<file path="config.mk">
export PLATFORM = sky130hd
export DESIGN_NAME = twsync_ctrl
export DESIGN_NICKNAME = d
export VERILOG_FILES = /design/src/rtl/twsync_pkg.sv /design/src/rtl/twsync_ctrl.sv
export SDC_FILE = /design/constraint.sdc
export NUM_CORES = 1
export LEC_CHECK = 0
export ABC_AREA = 1
export BUFFER_PORTS_ARGS = -buffer_cell sky130_fd_sc_hd__buf_4
export CORE_AREA = 5 5 42 44
export DETAILED_ROUTE_END_ITERATION = 8
export DIE_AREA = 0 0 47 49
export GPL_TIMING_DRIVEN = 0
export MAX_ROUTING_LAYER = met4
export PLACE_DENSITY = 0.45
export SYNTH_ARGS = -nofsm -noshare
export SYNTH_HDL_FRONTEND = slang
export SYNTH_SLANG_ARGS = --single-unit
</file>
<file path="constraint.sdc">
create_clock -name clk -period 1.5 [get_ports clk]
set_input_delay 0.3 -clock clk [delete_from_list [all_inputs] [get_ports clk]]
set_output_delay 0.3 -clock clk [all_outputs]
set_load 0.05 [all_outputs]
</file>
<file path="src/rtl/twsync_pkg.sv">
package twsync_pkg;

  typedef enum logic [2:0] {
    TW_IDLE,
    TW_WAIT,
    TW_FIN,
    TW_IRQ,
    TW_SVC,
    TW_REFETCH
  } tw_state_e;

  // next value of the consecutive-low counter, saturating at lim
  function automatic int unsigned qual_next(int unsigned cnt, logic low, int unsigned lim);
    if (!low) return 0;
    if (cnt >= lim) return lim;
    return cnt + 1;
  endfunction

  // true when this low sample is the lim-th consecutive one
  function automatic logic qual_reached(int unsigned cnt, logic low, int unsigned lim);
    return low && ((cnt + 1) >= lim);
  endfunction

endpackage

</file>
<file path="src/rtl/twsync_ctrl.sv">
module twsync_ctrl
  import twsync_pkg::*;
(
  input  logic clk,
  input  logic rst_n,
  input  logic wait_req,
  input  logic qual_hit,
  input  logic irq_go,
  input  logic irq_return,
  output logic in_wait,
  output logic stall,
  output logic done,
  output logic take_irq,
  output logic refetch_wait,
  output logic bus_req
);

  tw_state_e st_q, st_d;

  always_comb begin
    st_d = st_q;
    unique case (st_q)
      TW_IDLE:    if (wait_req) st_d = TW_WAIT;
      TW_WAIT: begin
        if (qual_hit)    st_d = TW_FIN;   // completion has priority
        else if (irq_go) st_d = TW_IRQ;
      end
      TW_FIN:     st_d = TW_IDLE;
      TW_IRQ:     st_d = TW_SVC;
      TW_SVC:     if (irq_return) st_d = TW_REFETCH;
      TW_REFETCH: st_d = TW_IDLE;
      default:    st_d = TW_IDLE;
    endcase
  end

  always_ff @(posedge clk or negedge rst_n) begin
    if (!rst_n) st_q <= TW_IDLE;
    else        st_q <= st_d;
  end

  assign in_wait      = (st_q == TW_WAIT);
  assign stall        = in_wait;
  assign done         = (st_q == TW_FIN);
  assign take_irq     = (st_q == TW_IRQ);
  assign refetch_wait = (st_q == TW_REFETCH);
  assign bus_req      = take_irq || refetch_wait;

endmodule

</file>
# Word-level counts from Yosys, hierarchy flattened
# Cells that the tools add are included.
[classes] n_eq_ne=8 n_lt_le_gt_ge=0 n_bitwise=0 shift=0 n_addsub=0 multipliers=0 mux=5 reduce_logical=3 div=0
[ops] cell="$mux W3" count=4
[ops] cell="$pmux W3 S4" count=1
[ops] cell="$eq A3 B2 Y1 const B" count=2
[ops] cell="$eq A3 B3 Y1 const B" count=2
[ops] cell="$ne A2 B2 Y1 const B" count=2
[ops] cell="$eq A3 B1 Y1 const B" count=1
[ops] cell="$logic_not A3 Y1" count=1
[ops] cell="$ne A3 B3 Y1 const B" count=1
[ops] cell="$reduce_and A3 Y1" count=1
[ops] cell="$logic_or A1 B1 Y1" count=1
[word_totals] ff_bits=3 elab_cells=17 ram_bits=0 rom_bits=0 out_inout_bits=6 mem_count=0 input_bits=6 latch_bits=0

# Longest topological paths before layout
[depth] word_depth=3 mapped_depth=4 mapped_depth_nobuf=4

# Worst setup path after synthesis
# Ideal clock, no wire load.
[synth_timing] path_type="register -> output" start="register st_q[1]" end="output port stall" path_buffers=1 stages_incl_launch_ff=5 arrival_ps=1561 path_slack_ps=-361 required_time_ps=1200 path_cell_list="dfrtp_1 inv_1 nand2_1 nor2_1 buf_4"
[synth_via] elab_chain_len=1
[synth_lines] item="start, declared" line_no="twsync_ctrl.sv:18" text="tw_state_e st_q, st_d;"
[synth_lines] item="start signal, assigned" line_no="twsync_ctrl.sv:38" text="else st_q <= st_d;"
[synth_lines] item="$eq A3 B1 Y1" line_no="twsync_ctrl.sv:41" text="assign in_wait = (st_q == TW_WAIT);"
[synth_lines] item="end, declared" line_no="twsync_ctrl.sv:11" text="output logic stall,"
# No other way between the ends.

# Worst setup path after layout
# Ends and elaborated chain as after synthesis.

==> run_results.csv <==
group,metric,value,unit
synthesis,synth_enable_flop_cells,0,
final_layout,stdcell_count,64,
clock_tree,clock-sinks,3,
drt,ant_nets,0,
setup_path,endpoint,"stall",
drt,drc,0,
sta,worst_pin_slew,0.1383,ns
global_route,antenna_found_initial,0,
setup_path,end_kind,"output pin",
setup_path,required,1.20,ns
synthesis,ys_warn_count,0,
sta,fmax,677.6,MHz
sta,finalSetupViolCount,0,
setup_path,ff2ff_path_depth,4,
global_route,grt_pass1_vias,198,
final_layout,final-seq-area,77.57,um^2
setup_path,crit_path_start,"st_q[1]",
floorplanning,die_height,49,um
synthesis,synthTopCellsByArea,"dfrtp_1 41%, nand2_1 14%, inv_1 12%, nor2_1 12%, buf_4 4.1%",
setup_path,critPathMaxFanout,4,
floorplanning,dieArea,0.002303,mm^2
place,portBuffers,11,
synthesis,synthArstFlopShare,100.0,%
drt,vias,226,
drt,wl_per_cell,7.906,um
setup_path,path_class,"register to output pin",
setup_path,r2r_slack,0.53,ns
place,placed_cells,56,
run,timing.max_cap.violations,0,
global_route,grt_max_degree,7,
drt,drt_iter0_markers,2,
global_route,grt_pass1_wl,772,um
setup_path,arrival,1.18,ns
sta,slew_headroom,90.72,%
synthesis,ys_types,11,
sta,timing.final.crit_share,98.38,%
floorplanning,ios,12,
sta,hold_viol,0,
final_layout,fin_nets,55,
place,gp_congestion,0.6815,
clock_tree,clkSlewWorstSetupHoldPaths,0.04,ns
floorplanning,die_x,47,um
synthesis,post-synth-top-count-cell,"nand2_1",
synthesis,synth_common_cells,"7 x nand2_1, 6 x inv_1, 6 x nor2_1",
final_layout,nFillCells,170,
setup_path,startpoint_type,"register",
clock_tree,clock_tree.buffer_depth,2,
synthesis,ys_ff_latch,3,
synthesis,syn-instance-count,29,
clock_tree,cts_max_level,1,
drt,wl,506,um
synthesis,syn-num-nets,35,
sta,worst_clock_skew,0.0006361,ns
sta,rsz0062_at_grt,"true",
sta,fin_crit,1.476,ns
setup_path,r2r_end,"st_q[0]",
final_layout,diodes,0,
floorplanning,initial_core_util,13.12,%
synthesis,syn_avg_cell_area,6.342,um^2
global_route,grt_overflow,0,
drt,vias_per_cell,3.531,
synthesis,synth_top_area_share,40.82,%
clock_tree,cts_made_buffers,3,
clock_tree,clock_latency,0.23,ns
final_layout,multi_input_area,82.58,um^2
sta,timing.final.max_slew_violations,0,
global_route,grt_usage,5.206,%
synthesis,synth.cell_area,183.9,um^2
floorplanning,coreArea,0.001401,mm^2
clock_tree,cts_tree,"done",
final_layout,top_register,"st_q",
final_layout,layout-drive-gt1-share,50.00,%
final_layout,reg_top3,"st_q x3",
floorplanning,row_count,14,
final_layout,syn2layout_area_growth,99.32,%
final_layout,largest_reg_flops,3,
setup_path,timing.rr.start,"st_q[2]",
synthesis,synth_top_flop_cell,"dfrtp_1",
drt,dr.pass1.iters,4,
clock_tree,clockRootBuffer,"clkbuf_4",
synthesis,yosysSeqAreaShare,40.82,%
synthesis,synth_top_cell_by_area,"dfrtp_1",
min_path,min_path_type,"primary input to register",
status,status,"completed",
layout by cell type (no fill, tap or decap):
cell and count:
inv_1 5, nand4_1 1, clkbuf_1 1, dfrtp_1 1, clkbuf_4 3, inv_2 2, o21ai_0 1, o21ai_1 1
nor2_1 5, nor3_2 1, dlygate4sd3_1 1, buf_8 1, nor2_2 1, nand3_1 1, nand2_1 7, buf_4 13
dfrtp_2 2, buf_6 1
critical path: stages, from the launching register on:
cell and delay (ns):
dfrtp_1 0.39, inv_2 0.09, nand2_1 0.09, nor2_2 0.13, buf_4 0.12, buf_8 0.13
worst min-delay path by stage:
stage,startpoint,to,slack [ns],cells after the start
after global placement,rst_n,st_q[1],0.09,1
after CTS,qual_hit,st_q[0],0.35,4
final,qual_hit,st_q[0],0.36,4
after floorplan,rst_n,st_q[0],0.004,0
after global routing,qual_hit,st_q[0],0.37,4
after detailed placement,rst_n,st_q[1],0.09,1
area by class of cell:
type / instances / area share, %
plain buffers: 1 / 2.048
clock buffers: 4 / 7.167
inverters: 7 / 7.167
multi-input cells: 18 / 22.53
flip-flops and latches: 3 / 21.16
well taps: 16 / 5.461
repair buffers: 15 / 34.47
stage by stage:
stage          worst slack [ns]  cell area [um^2]   TNS, ns  hold slack (ns)  utilization (%)
2_1_floorplan           -0.1184             191.4   -0.2430         0.004409                -
3_3_place_gp             0.1906             294.0         0          0.09077            20.98
3_5_place_dp             0.1855             294.0         0          0.09171            20.98
4_1_cts                0.008018             346.6         0           0.3503            24.73
5_1_grt                -0.03669             366.6  -0.07151           0.3705            26.16
6_report                0.02428             366.6         0           0.3575            26.16
cells by family (layout without fill, tap and decap cells):
family	after synthesis	after routing	share of synthesized area [%]
buffers and inverters	8	27	18.37
AO/OA/AOI/OAI	2	2	5.437
AND/OR/NAND/NOR	16	16	35.37
flip-flops	3	3	40.82
per-layer routing:
metal  track usage [%]  vias to the layer above  part of all wire (%)
met3             4.428                        0                    10
met5                 -                        -                     0
li1                  -                      125                     -
met2             6.109                        8                    46
met1             5.298                       93                    44
met4             4.147                        0                     0
what timing repair did:
item                       in CTS  in global routing
setup endpoints to repair       2                  4
setup buffers                   1                  2
gates cloned                    0                  0
pin swaps                       0                  1
gates resized for setup         4                  2
hold buffers                    1                  0
hold endpoints to repair        3                  0
Power is not shown: default switching activity piles up to over one toggle a cycle in this logic, so the estimate is an artifact.
